===== config.mk =====
export PLATFORM = sky130hd
export DESIGN_NAME = frac_baud_gen
export DESIGN_NICKNAME = d
export VERILOG_FILES = /design/src/rtl/fbg_pkg.sv /design/src/rtl/fbg_src_sel.sv /design/src/rtl/fbg_reload_det.sv /design/src/rtl/fbg_div_core.sv /design/src/rtl/frac_baud_gen.sv
export SDC_FILE = /design/constraint.sdc
export NUM_CORES = 1
export LEC_CHECK = 0
export CAP_MARGIN = 20
export CORE_MARGIN = 4
export CORE_UTILIZATION = 56
export CTS_BUF_LIST = sky130_fd_sc_hd__clkbuf_8
export CTS_CLUSTER_DIAMETER = 100
export DETAILED_ROUTE_END_ITERATION = 10
export PLACE_DENSITY = 0.78
export SLEW_MARGIN = 20
export SYNTH_ARGS = -nofsm -noshare
export SYNTH_HDL_FRONTEND = slang
export SYNTH_SLANG_ARGS = --single-unit

===== constraint.sdc =====
create_clock -name clk -period 4.15 [get_ports clk]
set_input_delay 0.415 -clock clk [delete_from_list [all_inputs] [get_ports clk]]
set_output_delay 0.415 -clock clk [all_outputs]
set_load 0.01 [all_outputs]

===== src/rtl/fbg_pkg.sv =====
package fbg_pkg;

   typedef enum logic [1:0] {
      SRC_LOCAL_A = 2'b00,
      SRC_EXT_0   = 2'b01,
      SRC_LOCAL_B = 2'b10,
      SRC_EXT_1   = 2'b11
   } src_code_e;

   function automatic logic uses_ext(input logic [1:0] code);
      return code[0];
   endfunction

   function automatic logic ext_is_one(input logic [1:0] code);
      return code[1];
   endfunction

endpackage


===== src/rtl/fbg_src_sel.sv =====
module fbg_src_sel #(
   parameter bit HAS_EXT = 1'b1
) (
   input  logic [1:0] clk_sel,
   input  logic       ext0_pulse,
   input  logic       ext1_pulse,
   output logic       src_en
);
   import fbg_pkg::*;

   generate
      if (HAS_EXT) begin : g_ext
         always_comb begin
            if (!uses_ext(clk_sel))
               src_en = 1'b1;
            else if (ext_is_one(clk_sel))
               src_en = ext1_pulse;
            else
               src_en = ext0_pulse;
         end
      end else begin : g_local_only
         logic unused_sel;
         assign unused_sel = ^{clk_sel, ext0_pulse, ext1_pulse};
         assign src_en = 1'b1;
      end
   endgenerate

endmodule


===== src/rtl/fbg_reload_det.sv =====
module fbg_reload_det #(
   parameter int DIV_W = 16,
   parameter int OVS   = 16
) (
   input  logic             clk,
   input  logic             rst_n,
   input  logic [DIV_W-1:0] div_val,
   input  logic [OVS-1:0]   slot_mask,
   output logic [DIV_W-1:0] div_q,
   output logic [OVS-1:0]   slot_q,
   output logic             restart
);

   // Shadow copies are loaded every cycle, including during reset, so
   // leaving reset never looks like a register change.
   always_ff @(posedge clk) begin
      div_q  <= div_val;
      slot_q <= slot_mask;
   end

   assign restart = rst_n && ((div_val != div_q) || (slot_mask != slot_q));

   AST_SHADOW_TRACKS: assert property (@(posedge clk) disable iff (!rst_n)
      restart |=> (div_q == $past(div_val) && slot_q == $past(slot_mask)));

endmodule


===== src/rtl/fbg_div_core.sv =====
module fbg_div_core #(
   parameter int DIV_W = 16,
   parameter int OVS   = 16
) (
   input  logic             clk,
   input  logic             rst_n,
   input  logic             src_en,
   input  logic             restart,
   input  logic [DIV_W-1:0] div_q,
   input  logic [OVS-1:0]   slot_q,
   output logic             tick
);
   localparam int IDX_W = $clog2(OVS);
   localparam int CNT_W = DIV_W + 1;

   logic [CNT_W-1:0] cnt;
   logic [IDX_W-1:0] idx;
   logic [CNT_W-1:0] last;

   // Final count of the current period: divisor, plus one if stretched.
   assign last = {1'b0, div_q} + CNT_W'(slot_q[idx]);

   always_ff @(posedge clk) begin
      if (!rst_n || restart) begin
         cnt  <= '0;
         idx  <= '0;
         tick <= 1'b0;
      end else begin
         tick <= 1'b0;
         if (src_en) begin
            if (cnt == last) begin
               cnt  <= '0;
               idx  <= idx + 1'b1;
               tick <= 1'b1;
            end else begin
               cnt <= cnt + 1'b1;
            end
         end
      end
   end

   AST_CNT_IN_RANGE: assert property (@(posedge clk) disable iff (!rst_n)
      !restart |-> (cnt <= last));

   AST_IDX_STEPS: assert property (@(posedge clk) disable iff (!rst_n)
      tick |-> (idx == IDX_W'($past(idx) + 1'b1)));

   AST_SINGLE_PULSE: assert property (@(posedge clk) disable iff (!rst_n)
      (tick && div_q != '0 && !restart) |=> !tick);

   AST_RESTART_CLEARS: assert property (@(posedge clk) disable iff (!rst_n)
      restart |=> (!tick && cnt == '0 && idx == '0));

endmodule


===== src/rtl/frac_baud_gen.sv =====
module frac_baud_gen #(
   parameter int DIV_W   = 16,
   parameter int OVS     = 16,
   parameter bit HAS_EXT = 1'b1
) (
   input  logic             clk,
   input  logic             rst_n,
   input  logic [1:0]       clk_sel,
   input  logic             ext0_pulse,
   input  logic             ext1_pulse,
   input  logic [DIV_W-1:0] div_val,
   input  logic [OVS-1:0]   slot_mask,
   output logic             tick
);

   generate
      if (OVS < 2 || (OVS & (OVS - 1)) != 0) begin : g_bad_ovs
         $error("OVS must be a power of two of at least 2");
      end
      if (DIV_W < 1 || DIV_W > 30) begin : g_bad_div
         $error("DIV_W must lie in 1..30");
      end
   endgenerate

   logic             src_en;
   logic             restart;
   logic [DIV_W-1:0] div_q;
   logic [OVS-1:0]   slot_q;

   fbg_src_sel #(.HAS_EXT(HAS_EXT)) u_sel (
      .clk_sel    (clk_sel),
      .ext0_pulse (ext0_pulse),
      .ext1_pulse (ext1_pulse),
      .src_en     (src_en)
   );

   fbg_reload_det #(.DIV_W(DIV_W), .OVS(OVS)) u_reload (
      .clk       (clk),
      .rst_n     (rst_n),
      .div_val   (div_val),
      .slot_mask (slot_mask),
      .div_q     (div_q),
      .slot_q    (slot_q),
      .restart   (restart)
   );

   fbg_div_core #(.DIV_W(DIV_W), .OVS(OVS)) u_core (
      .clk     (clk),
      .rst_n   (rst_n),
      .src_en  (src_en),
      .restart (restart),
      .div_q   (div_q),
      .slot_q  (slot_q),
      .tick    (tick)
   );

   AST_TICK_AFTER_SRC: assert property (@(posedge clk) disable iff (!rst_n)
      tick |-> $past(src_en));

endmodule


==> metrics.md, run 1 <==
| Metric | Value |
|---|---|
| Die ar. | `5930 um^2` |
| Finished Layout Cells | `368` |
| EDFF count, synth | `0` |
| Final #Nets | `357` |
| Status | `finished, final reports clean` |
| Detailed Place HPWL | `4900 um` |
| RSZ-0062 raised after global routing | `no` |
| First-pass DRT Iterations | `4` |
| Cells after synthesis | `278` |
| Worst min path class | `register to register` |
| I/O Pins | `39` |
| Synthesized area | `2670 um^2` |
| Overall Power | `1.03 mW` |
| Startpoint type of the worst setup path | `register` |
| Register-to-Register Path Depth | `11` |
| Syn Nets | `320` |
| Crit Path Class | `register to register` |
| Max frequency | `0.256 GHz` |
| Fill count | `350` |
| GR Overflow Total | `0` |
| # diodes | `0` |
| Final wirelength | `6090 um` |
| Footprint of the multi-input gates | `1520 um^2` |
| Setup violators final | `0` |
| Area Overhead vs Synth | `19.9%` |
| Num CTS Buffers | `5` |
| Core area | `4470 um^2` |
| Number of synthesized register bits | `54` |
| Final critical-path required period | `3.90 ns` |
| Port buffer count | `38` |
| First-pass GRT wire length | `10,200 um` |
| Routed vias | `2,170` |
| VDD IR-drop max | `0.000260 V` |
| Share of the synthesized area in the top cell type | `40.5%` |
| Worst skew pair latency | `0.31 ns` |
| Drt drc | `0` |
| Netlist cell types | `45` |
| Post-CTS setup buffer count | `0` |
| CTS Sinks | `54` |
| 1st-iter DRT viols | `124` |
| Final worst clock skew | `0.00544 ns` |
| Layout cells sized above 1 | `6.96%` |
| Max FO, Critical Path | `10` |
| Reg2reg start | `u_core.idx[0]` |
| Period utilization | `94.0%` |
| Cell with the most instances after synthesis | `dfxtp_1` |
| Placed instance area | `3080 um^2` |
| Synth top area cells | `dfxtp_1 (41%), xnor2_1 (14%), xor2_1 (6.6%)` |
| Synth Flop Type | `dfxtp_1` |
| CP required | `4.39 ns` |
| Placed instance count | `360` |
| Sequential-to-total area share from yosys stat | `40.5%` |
| Average size of a mapped cell | `9.60 um^2` |
| Total GRT Usage | `21.8%` |
| Vias in the first global route | `2,103` |
| Post-synthesis async set-or-reset flop share | `0%` |
| Bufs on Longest Clock Path | `2` |
| Synth cell count leaders | `dfxtp_1 (54), xnor2_1 (44), nand2_1 (21)` |
| Die extent in y | `77.0 um` |
| DR WL/cell | `16.5 um` |
| YS warnings | `0` |
| Start point of the critical path | `u_core.idx[0]` |
| Max H-tree Level | `2` |
| Largest net degree at the start of global routing | `18` |
| Hold depth | `2` |
| Root Driver | `clkbuf_8` |
| Pins Over Slew Limit | `0` |
| Std cell rows | `24` |
| Worst Setup End Kind | `register` |
| Final Hold Fails | `0` |
| Arrival @ worst endpoint | `4.15 ns` |
| Lkg Pwr | `1.11 nW` |
| Initial antenna violation count | `0` |
| Worst slew pin tran | `0.749 ns` |
| Via-per-instance ratio | `5.90` |
| Post-CTS Hold Buffers | `0` |
| HP Start | `u_core.cnt[2]` |
| Hold slack | `0.508 ns` |
| Antenna Violating Nets Remaining | `0` |
| Final Util | `71.5%` |
| Final instance area | `3200 um^2` |
| Max_cap viols | `0` |
| Setup TNS | `0 ns` |
| Headroom to the max-slew limit | `49.4%` |
| Pwr dens | `321 nW/um^2` |
| Synth area leader | `dfxtp_1` |
| Worst setup slack after layout | `0.247 ns` |
| Clk slew on worst S/H paths | `0.10 ns` |
| Reg area | `1080 um^2` |
| Final RePlAce weighted congestion | `0.928` |
| Die W | `77.0 um` |
| Initial Util | `59.6%` |
| Worst slack, placed | `0.0932 ns` |
| CTS tree | `built` |
## layout make-up
cell class                      count  area share, %
Multi-Input combinational cell    207           47.5
Sequential cell                    54           33.8
Timing Repair Buffer               40           12.4
Clock buffer                        5           2.15
Tap cell                           52           2.03
Clock inverter                      3           1.37
Inverter                            7          0.821
## worst max-delay path: stages, from the launching register on
cell and delay [ns]:
dfxtp_2 0.45, mux4_2 0.52, mux4_2 0.47, ha_1 0.22, ha_1 0.23, and3_1 0.20, and3_1 0.18, o21ai_0 0.18
a31oi_1 0.11, or4_4 0.61, or4_1 0.52, a21oi_1 0.14
## worst paths after layout
| check | to | slack (ns) |
|---|---|---|
| worst min register to register | u_core.cnt[2] | 0.51 |
| worst max-delay path | u_core.idx[3] | 0.25 |
| worst min-delay path | u_core.cnt[2] | 0.51 |
| worst max register to register | u_core.idx[3] | 0.25 |
## layer usage
metal	global-route usage [%]	wire (um)	up-vias
met1	30.0	2770	1020
met5	0	0	-
met3	4.80	405	15
li1	-	-	1065
met4	7.12	146	0
met2	34.0	2760	70
## power breakdown
part           switching [mW]  internal, mW
logic                  0.0437        0.0696
registers              0.0220         0.535
clock network           0.176         0.181
total                   0.242         0.785
## cells by family (layout without fill, tap and decap cells)
kind of cell / after synthesis / in the layout / share of synthesized area, %
adders and majority gates: 4 / 4 / 1.88
and+or+nand+nor: 100 / 100 / 20.5
DFF: 54 / 54 / 40.5
AOI/OAI and AO/OA: 33 / 33 / 8.77
xor gates and xnor gates: 64 / 64 / 21.0
buffers and inverters: 17 / 55 / 2.72
muxes: 6 / 6 / 4.59
## cell usage in the layout (no fill, tap or decap), types with 4 or more instances in the layout
cell / count
a21oi_1: 9
and2_1: 4
and3_1: 8
clkbuf_8: 5
clkdlybuf4s50_1: 38
dfxtp_1: 53
ha_1: 4
inv_1: 7
mux4_2: 5
nand2_1: 21
nand3_1: 10
nand4_1: 14
nor2_1: 19
nor4_1: 6
o21ai_0: 4
xnor2_1: 44
xor2_1: 20
## flip-flops by register name (all words and copies together), names as in the netlist
name / cells
u_core.cnt: 17
u_core.idx: 4
u_core.tick: 1
u_reload.div_q: 16
u_reload.slot_q: 16
## what timing repair did
action / CTS / global route
setup endpoints to repair: 0 / 20
endpoints found under the hold margin: 0 / 0
gates resized for setup: 0 / 2
No activity file was read; power rests on OpenSTA's default activity.
==> run 2: changes to the inputs <==
Settings changed: CORE_UTILIZATION 56 to 51, PLACE_DENSITY 0.78 to 0.75, TNS_END_PERCENT from default to 10.
Clock period 4.15 ns to 3.2 ns, I/O delays scaled along.
==> metrics.md, run 2 (synthesis gave the netlist of run 1 again) <==
| Metric | Value |
|---|---|
| Status | `finished, violations left` |
| Violated checks | `negative setup slack` |
| Post-CTS Hold Buffers | `0 (unchanged)` |
| Root Driver | `clkbuf_8` |
| CP max stage cell | `or4_4` |
| RSZ-0062 raised after global routing | `yes` |
| CP Cell Sequence | `mux4_2 > mux4_2 > ha_4 > ha_4 > and3_4 > and3_4 > o21ai_1 > a31oi_1 > or4_4 > or4_1 > a21oi_1` |
| Detailed Place HPWL | `5130 um (+4.5%)` |
| Max FFs per register | `17 (unchanged)` |
| Sw Share | `26.0% (+2.4 points)` |
| Max FO, Critical Path | `9 (-1)` |
| Total GRT Usage | `21.2% (-0.57 points)` |
| Core area | `5070 um^2 (+13%)` |
| Crit path largest cell delay | `0.55 ns (-0.06 ns)` |
| Clk slew on worst S/H paths | `0.11 ns (about the same)` |
| Cell family with most CP delay | `simple AND/OR/NAND/NOR gates` |
| Internal | `962 uW (+22%)` |
| Final RePlAce weighted congestion | `0.961 (+3.5%)` |
| Pwr dens | `375 nW/um^2 (+17%)` |
| Period utilization | `111% (+17 points)` |
| First-pass DRT Iterations | `4 (unchanged)` |
| Max frequency | `0.282 GHz (+9.9%)` |
| Worst min path class | `input port to register` |
| Worst path buffer plus inverter count | `0 (unchanged)` |
| # diodes | `0 (unchanged)` |
| CTS Sinks | `54 (unchanged)` |
| Initial antenna violation count | `0 (unchanged)` |
| Die ar. | `6450 um^2 (+8.8%)` |
| Headroom to the max-slew limit | `69.4% (+20 points)` |
| Bufs on Longest Clock Path | `2 (unchanged)` |
| Drt drc | `0 (unchanged)` |
| Worst skew pair latency | `0.32 ns (about the same)` |
| Clock Power Share | `31.5% (-3.3 points)` |
| Worst slew pin tran | `0.452 ns (-0.297 ns)` |
| Psw | `338 uW (+40%)` |
| Num CTS Buffers | `5 (unchanged)` |
| Lkg Pwr | `1.23 nW (+11%)` |
| CTS tree | `built` |
| Sequential Power Share | `55.4% (+1.2 points)` |
| Biggest register | `u_core.cnt` |
| Initial Util | `52.6% (-7.1 points)` |
| Port buffer count | `38 (unchanged)` |
| VDD IR-drop max | `0.000340 V (+31%)` |
| Final critical-path required period | `3.55 ns (-0.352 ns)` |
| Die extent in y | `80.3 um (+4.3%)` |
| Layout cells sized above 1 | `16.0% (+9.1 points)` |
| Regs by FF count | `u_core.cnt (17), u_reload.div_q (16), u_reload.slot_q (16)` |
| Final Hold Fails | `0 (unchanged)` |
| Worst Setup End Kind | `register` |
| Post-CTS setup buffer count | `0 (unchanged)` |
| Routed vias | `2,290 (+5.5%)` |
| Max_cap viols | `0 (unchanged)` |
| Startpoint type of the worst setup path | `register` |
| Area Overhead vs Synth | `29.8%` |
| CP required | `3.45 ns (-0.94 ns)` |
| Arrival @ worst endpoint | `3.81 ns (-0.34 ns)` |
| Via-per-instance ratio | `5.54 (-6.0%)` |
| Final worst clock skew | `0.0114 ns (+0.00594 ns)` |
| Largest net degree at the start of global routing | `20 (+2)` |
| Pins Over Slew Limit | `0 (unchanged)` |
| Max H-tree Level | `2 (unchanged)` |
| Final wirelength | `6500 um (+6.8%)` |
| 1st-iter DRT viols | `120 (-3.2%)` |
| First-pass GRT wire length | `10,500 um (+2.3%)` |
| Most common cell after layout, fill and taps aside | `dfxtp_1` |
| Overall Power | `1.30 mW (+27%)` |
| Vias in the first global route | `2,218 (+5.5%)` |
| Final #Nets | `384 (+7.6%)` |
| Combinational Power Share | `13.1% (+2.1 points)` |
| Most frequent cells in the layout | `dfxtp_1 (53), xnor2_1 (43), clkdlybuf4s50_1 (38), buf_4 (28), nand2_1 (21)` |
| Crit Path Class | `register to register` |
| Antenna Violating Nets Remaining | `0 (unchanged)` |
| Hold slack | `0.481 ns (-0.0265 ns)` |
| Std cell rows | `26 (+8.3%)` |
| GR Overflow Total | `0 (unchanged)` |
| DR WL/cell | `15.7 um (-4.8%)` |
| Setup violators final | `22 (+22)` |
| Worst setup slack after layout | `-0.351 ns (-0.598 ns)` |
| I/O Pins | `39 (unchanged)` |
| Die W | `80.3 um (+4.3%)` |
-- run 2: changes by cell type in the layout (fill, tap and decap cells not counted), sizes merged --
cell    before  now
buf          2   29
bufinv       1    0
clkinv       1    2
-- run 2: final timing paths --
kind | slack, ns | startpoint | end | depth (start not counted)
min | 0.48 | slot_mask[5] | u_reload.slot_q[5] | 1
max | -0.35 | u_core.idx[0] | u_core.idx[2] | 11
max reg2reg | -0.35 | u_core.idx[0] | u_core.idx[2] | 11
min reg2reg | 0.50 | u_core.cnt[2] | u_core.cnt[2] | 2
-- run 2: per-layer routing --
layer / global-route usage (%) / up-vias / wire, um
met5: 0 / - / 0
met4: 8.45 / 0 / 131
met3: 3.92 / 14 / 343
met2: 33.7 / 63 / 3100
met1: 28.3 / 1096 / 2930
li1: - / 1117 / -
-- run 2: final cells by class --
| class | count | area [um^2] |
|---|---|---|
| multi-input cells | 207 | 1570 |
| clock inverters | 3 | 28.8 |
| inverters | 7 | 26.3 |
| clock buffers | 5 | 68.8 |
| repair buffers | 67 | 602 |
| fillers | 436 | 1610 |
| flip-flops and latches | 54 | 1080 |
| well taps | 70 | 87.6 |
-- run 2: per-stage QoR --
step	setup slack [ns]	cells	util (%)	TNS [ns]	area [um^2]
floorplan	-0.247	278	-	-3.46	2730
global placement	-0.288	405	66.1	-3.94	3360
detailed placement	-0.349	405	66.1	-5.46	3360
CTS	-0.357	413	68.2	-4.99	3460
global route	-0.510	413	68.2	-8.00	3460
finish	-0.351	413	68.2	-4.73	3460
-- run 2: repair_timing --
action / CTS / global route
gates resized for setup: 4 / 0
endpoints found under the setup margin: 22 / 22
pin swaps: 3 / 0
-- run 2: worst reg2reg max path, stage by stage, from the launching register on --
cell	delay, ns
dfxtp_4	0.40
mux4_2	0.51
mux4_2	0.51
ha_4	0.19
ha_4	0.17
and3_4	0.16
and3_4	0.17
o21ai_1	0.12
a31oi_1	0.10
or4_4	0.55
or4_1	0.48
a21oi_1	0.12
-- run 2: power by group through the flow --
stage	logic [mW]	registers (mW)	clock network (mW)
2_1_floorplan	0.0893	0.724	0
3_3_place_gp	0.166	0.735	0
3_5_place_dp	0.169	0.736	0
4_1_cts	0.171	0.720	0.418
5_1_grt	0.183	0.723	0.446
6_report	0.170	0.720	0.409
